==> src/rtl/fb_regs_pkg.sv <==
// Package: shared widths and register word offsets for the frame base block.
// Assumes a word-addressed bus with at most eight registers.
package fb_regs_pkg;
    localparam int ADDR_W = 3;
    localparam int DATA_W = 32;

    localparam logic [ADDR_W-1:0] OFS_BASE   = 3'd0;
    localparam logic [ADDR_W-1:0] OFS_ACTIVE = 3'd1;
    localparam logic [ADDR_W-1:0] OFS_IEN    = 3'd2;
    localparam logic [ADDR_W-1:0] OFS_RAW    = 3'd3;
    localparam logic [ADDR_W-1:0] OFS_MASK   = 3'd4;
    localparam logic [ADDR_W-1:0] OFS_CLR    = 3'd5;
endpackage

==> src/rtl/fb_base_shadow.sv <==
// Module: staged/live frame base address pair.
// Holds the software-written address and moves it to the live register on a
// frame-start strobe when a write is pending. The two low bits are dropped
// because the address is word aligned. Assumes frame_start is one cycle wide.
module fb_base_shadow #(
    parameter int AW = 32
) (
    input  logic          clk,
    input  logic          rst_n,
    input  logic          frame_start,
    input  logic          wr_base,
    input  logic [AW-1:0] wdata,
    output logic [AW-1:0] shadow_q,
    output logic [AW-1:0] active_q,
    output logic          swap
);
    logic pending_q;

    // Transfer fires only on a strobe with a staged write outstanding.
    assign swap = frame_start & pending_q;

    // Capture the staged address; a new write keeps it pending.
    always_ff @(posedge clk) begin
        if (!rst_n) begin
            shadow_q  <= '0;
            pending_q <= 1'b0;
        end else begin
            if (wr_base) begin
                shadow_q <= {wdata[AW-1:2], 2'b00};
            end
            if (wr_base) begin
                pending_q <= 1'b1;
            end else if (frame_start) begin
                pending_q <= 1'b0;
            end
        end
    end

    // Move the staged value to the live register at a frame boundary.
    always_ff @(posedge clk) begin
        if (!rst_n) begin
            active_q <= '0;
        end else if (swap) begin
            active_q <= shadow_q;
        end
    end

    assert_transfer_R3: assert property (@(posedge clk) disable iff (!rst_n)
        swap |=> (active_q == $past(shadow_q)));

    assert_hold_R4: assert property (@(posedge clk) disable iff (!rst_n)
        !swap |=> $stable(active_q));

    // a write in the strobe cycle must remain pending afterwards.
    assert_pend_R5: assert property (@(posedge clk) disable iff (!rst_n)
        (wr_base && frame_start) |=> pending_q);
endmodule

==> src/rtl/fb_irq_ctrl.sv <==
// Module: raw/enable/masked interrupt status for NUM_SRC sources.
// Raw bits are set by one-cycle pulses and cleared by write-one-to-clear.
// A set wins over a clear in the same cycle. irq is the OR of masked bits.
module fb_irq_ctrl #(
    parameter int NUM_SRC = 4
) (
    input  logic               clk,
    input  logic               rst_n,
    input  logic [NUM_SRC-1:0] set_vec,
    input  logic               wr_en,
    input  logic [NUM_SRC-1:0] en_wdata,
    input  logic               wr_clr,
    input  logic [NUM_SRC-1:0] clr_data,
    output logic [NUM_SRC-1:0] raw_q,
    output logic [NUM_SRC-1:0] en_q,
    output logic               irq
);
    // Enable mask register.
    always_ff @(posedge clk) begin
        if (!rst_n) begin
            en_q <= '0;
        end else if (wr_en) begin
            en_q <= en_wdata;
        end
    end

    for (genvar i = 0; i < NUM_SRC; i++) begin : g_src
        // One raw status flop per source, set having priority over clear.
        always_ff @(posedge clk) begin
            if (!rst_n) begin
                raw_q[i] <= 1'b0;
            end else if (set_vec[i]) begin
                raw_q[i] <= 1'b1;
            end else if (wr_clr && clr_data[i]) begin
                raw_q[i] <= 1'b0;
            end
        end

        assert_set_R9: assert property (@(posedge clk) disable iff (!rst_n)
            set_vec[i] |=> raw_q[i]);

        assert_clear_R8: assert property (@(posedge clk) disable iff (!rst_n)
            (wr_clr && clr_data[i] && !set_vec[i]) |=> !raw_q[i]);
    end

    // Output is high while any enabled source is pending.
    assign irq = |(raw_q & en_q);
endmodule

==> src/rtl/fb_base_regs.sv <==
// Module: top of the frame base register block.
// Decodes a plain 32-bit register bus, drives the address pair and the
// interrupt controller, and returns read data combinationally.
// Source 0 is the address-update event; sources 1.. come from ext_evt.
module fb_base_regs
    import fb_regs_pkg::*;
#(
    parameter int NUM_SRC = 4
) (
    input  logic               clk,
    input  logic               rst_n,
    input  logic               frame_start,
    input  logic [NUM_SRC-2:0] ext_evt,
    input  logic               reg_wr,
    input  logic [ADDR_W-1:0]  reg_addr,
    input  logic [DATA_W-1:0]  reg_wdata,
    output logic [DATA_W-1:0]  reg_rdata,
    output logic               irq
);
    logic [DATA_W-1:0]  shadow_q;
    logic [DATA_W-1:0]  active_q;
    logic               swap;
    logic [NUM_SRC-1:0] raw_q;
    logic [NUM_SRC-1:0] en_q;
    logic               wr_base;
    logic               wr_en;
    logic               wr_clr;

    // Write strobes for the writable offsets.
    assign wr_base = reg_wr && (reg_addr == OFS_BASE);
    assign wr_en   = reg_wr && (reg_addr == OFS_IEN);
    assign wr_clr  = reg_wr && (reg_addr == OFS_CLR);

    fb_base_shadow #(.AW(DATA_W)) u_shadow (
        .clk         (clk),
        .rst_n       (rst_n),
        .frame_start (frame_start),
        .wr_base     (wr_base),
        .wdata       (reg_wdata),
        .shadow_q    (shadow_q),
        .active_q    (active_q),
        .swap        (swap)
    );

    fb_irq_ctrl #(.NUM_SRC(NUM_SRC)) u_irq (
        .clk      (clk),
        .rst_n    (rst_n),
        .set_vec  ({ext_evt, swap}),
        .wr_en    (wr_en),
        .en_wdata (reg_wdata[NUM_SRC-1:0]),
        .wr_clr   (wr_clr),
        .clr_data (reg_wdata[NUM_SRC-1:0]),
        .raw_q    (raw_q),
        .en_q     (en_q),
        .irq      (irq)
    );

    // Read multiplexer; unused and write-only offsets return zero.
    always_comb begin
        reg_rdata = '0;
        case (reg_addr)
            OFS_BASE:   reg_rdata = shadow_q;
            OFS_ACTIVE: reg_rdata = active_q;
            OFS_IEN:    reg_rdata[NUM_SRC-1:0] = en_q;
            OFS_RAW:    reg_rdata[NUM_SRC-1:0] = raw_q;
            OFS_MASK:   reg_rdata[NUM_SRC-1:0] = raw_q & en_q;
            default:    reg_rdata = '0;
        endcase
    end

    assert_irq_R6: assert property (@(posedge clk) disable iff (!rst_n)
        (reg_addr == OFS_MASK) |-> (irq == (reg_rdata != '0)));

    assert_mask_off_R7: assert property (@(posedge clk) disable iff (!rst_n)
        (wr_en && reg_wdata[NUM_SRC-1:0] == '0) |=> !irq);

    assert_evt_R10: assert property (@(posedge clk) disable iff (!rst_n)
        ext_evt[0] |=> raw_q[1]);
endmodule

==> config.mk <==
export PLATFORM = sky130hd
export DESIGN_NAME = fb_base_regs
export DESIGN_NICKNAME = d
export VERILOG_FILES = /design/src/rtl/fb_regs_pkg.sv /design/src/rtl/fb_base_shadow.sv /design/src/rtl/fb_irq_ctrl.sv /design/src/rtl/fb_base_regs.sv
export SDC_FILE = /design/constraint.sdc
export NUM_CORES = 1
export LEC_CHECK = 0
export ABC_CLOCK_PERIOD_IN_PS = 1220
export BUFFER_PORTS_ARGS = -buffer_cell sky130_fd_sc_hd__buf_2
export CAP_MARGIN = 20
export CORE_ASPECT_RATIO = 0.5
export CORE_MARGIN = 5
export CORE_UTILIZATION = 35
export CTS_CLUSTER_SIZE = 8
export DETAILED_ROUTE_END_ITERATION = 16
export HOLD_SLACK_MARGIN = 0.1
export PLACE_DENSITY = 0.55
export SLEW_MARGIN = 20
export SYNTH_ARGS = -nofsm -noshare
export SYNTH_HDL_FRONTEND = slang
export SYNTH_SLANG_ARGS = --single-unit
==> constraint.sdc <==
create_clock -name clk -period 1.22 [get_ports clk]
set_input_delay 0.061 -clock clk [delete_from_list [all_inputs] [get_ports clk]]
set_output_delay 0.061 -clock clk [all_outputs]
set_load 0.03 [all_outputs]
==> out/qor.txt <==
first-pass GRT wire length: 13600 um
kind of critical path: flop to output pin
Area growth syn-to-layout: 43.4%
top cell type by total area after synthesis: dfxtp_1
startpoint types: flop
core area: 0.00859 mm2
pre-CTS setup slack: -0.000603 ns
root buffer cell: clkbuf_16
clock insertion delay at the later pin of the skew report: 0.32 ns
number of remaining DRC errors: 0
clk sinks: 69
DP HPWL: 5030 um
worst path required time: 1.16 ns
I/O Buffers: 74
Setup Skew: 0.00655 ns
CTS max path bufs: 2
library cells used by synthesis: 31
count leader, synth: nand2_1
PnR worst setup slack: -0.171 ns
H-tree levels: 3
largest net degree at the start of global routing: 62
Final Cell Area: 0.00436 mm2
Worst-Margin Slew: 0.394 ns
non-filler cells, final: 597
RePlAce Congestion: 0.789
Filler cells: 873
register area share after synthesis: 0.454
total CTS buffers: 9
EDFF count, synth: 0
Worst EP arrival: 1.33 ns
die footprint: 0.0108 mm2
GRT Util Overall: 0.153
setup TNS: -0.373 ns
WL final: 7960 um
GRT overflow: 0
Avg Cell Area, Syn: 8.34 um2
Yosys warnings: 0
Post-Syn Nets: 407
Syn Inst Count: 365
synth cell count leaders: nand2_1 (96), dfxtp_1 (69), nand3_1 (37), o21ai_0 (32)
Nets: 517
drt initial violations: 136
Setup-failing EPs final: 4
vias in the first global route: 2787
relative slew slack: 0.738
Synth Area in Compound Gates: 0.254
post-route ant nets: 0
Slew Viols, Final: 0
overall die height: 75.9 um
maximum vdd drop: 0.936 mV
synth top area cells: dfxtp_1 (45%), nand2_1 (12%), a22o_1 (8.6%)
largest family of logic cells by synthesized area: compound AO/OA/AOI/OAI gates
outcome: complete, but fails checks
chip width: 142 um
Clock transition at path regs: 0.05 ns
ys flop type: dfxtp_1
area share of fa/ha/maj cells after synthesis: 0
Synth Area in Simple Gates: 0.220
P_leak: 1.74 nW
Antenna diodes: 0
Synth Cell Area: 0.00304 mm2
Ports: 75
Area after DPL: 0.00362 mm2
first drt pass iteration count: 4
row cnt: 24
area share of the largest cell type after synthesis: 0.454
unrepaired setup endpoints after global routing: true
violated checks: negative setup slack
initial antenna violation count: 0
proportion of synthesized area in mux cells: 0.00740
Placed Cells: 544
Crit. End Element: output pin
min Tclk post-route: 1.39 ns
Hold WC Path Type: primary input to flop
layout cells sized above 1: 0.254
#FFs+latches synth: 69
Max Cap Viol: 0
Max FO, Critical Path: 3
Initial Util: 0.354
pwr dens: 1280 mW/mm2
WHS: 0.166 ns
Hold Vio Cnt, Final: 0
Via density: 4.88
XOR/XNOR Fraction of Synth Area: 0
routed len/inst: 13.3 um
total number of vias: 2915
ys async rst share: 0
Achievable Freq: 0.719 GHz
period utilization: 1.14
CTS tree: done
==> registers in the layout, indices dropped and copies added, names as in the netlist <==
| signal | cells |
|---|---|
| u_irq.en_q | 4 |
| u_irq.raw_q | 4 |
| u_shadow.active_q | 30 |
| u_shadow.pending_q | 1 |
| u_shadow.shadow_q | 30 |
==> layout by cell type, fill, tap and decap left out, types with 2 or more instances in the layout <==
| master | instances |
|---|---|
| nand2_1 | 96 |
| buf_2 | 69 |
| dfxtp_1 | 65 |
| nand3_1 | 37 |
| dlygate4sd3_1 | 36 |
| o21ai_0 | 31 |
| a22o_1 | 30 |
| a21boi_0 | 30 |
| buf_4 | 15 |
| clkbuf_16 | 9 |
| o21ai_1 | 8 |
| buf_12 | 7 |
| buf_6 | 5 |
| inv_1 | 4 |
| a31oi_1 | 4 |
| dfxtp_2 | 4 |
| nor2_1 | 2 |
| mux2_2 | 2 |
| a32oi_1 | 2 |
| clkbuf_8 | 2 |
| clkbuf_1 | 2 |
| bufinv_16 | 2 |
==> final timing paths <==
check	from	end	slack [ns]	cells after the start
worst max-delay path	u_shadow.shadow_q[2]	reg_rdata[2]	-0.17	4
worst min register to register	u_shadow.shadow_q[3]	u_shadow.shadow_q[3]	0.46	2
worst max register to register	u_shadow.pending_q	u_irq.raw_q[0]	0.16	4
worst min-delay path	rst_n	u_shadow.pending_q	0.17	2
==> critical path: stages, from the launching register on <==
cell and delay (ns):
dfxtp_2 0.32, mux2_2 0.26, a32oi_1 0.15, nand3_1 0.12
buf_6 0.16
==> logic make-up after synthesis <==
kind of cell           count (synthesis)
AOI/OAI and AO/OA                    111
buffers and inverters                 37
muxes                                  2
DFF                                   69
and+or+nand+nor                      146
==> report_power, final <==
part / switching, mW / total (mW) / internal, mW
Clock: 0.920 / 2.82 / 1.90
Sequential: 0.0281 / 2.32 / 2.29
Combinational: 0.217 / 0.461 / 0.244
==> timing repair <==
action                                  in CTS  in global routing
pin swaps                                    5                  3
setup buffers                                1                  0
gates cloned                                 0                  0
hold buffers                                36                  0
endpoints found under the setup margin       4                 33
resized for setup                           15                  1
hold endpoints to repair                    39                  0
==> per-stage QoR <==
stage / utilization / power (mW)
3_5_place_dp: 0.422 / 2.73
5_1_grt: 0.508 / 5.82
6_report: 0.508 / 5.60
2_1_floorplan: - / 2.56
3_3_place_gp: 0.422 / 2.73
4_1_cts: 0.508 / 5.67
==> routing by layer <==
metal | vias to the layer above | global-route usage | share of wire
li1 | 1496 | - | -
met1 | 1360 | 0.195 | 0.47
met3 | 10 | 0.0465 | 0.042
met5 | - | 0 | 0
met2 | 49 | 0.254 | 0.48
met4 | 0 | 0.0383 | 0.0082
==> cell type report <==
type	instances	area [um2]	area share
Multi-Input combinational cell	259	1470	0.338
Clock buffer	13	260	0.0597
Clock inverter	3	67.6	0.0155
Timing Repair Buffer	132	1010	0.233
Inverter	4	15.0	0.00344
Sequential cell	69	1390	0.318
Tap cell	117	146	0.0336
No activity file was read; power rests on OpenSTA's default activity.
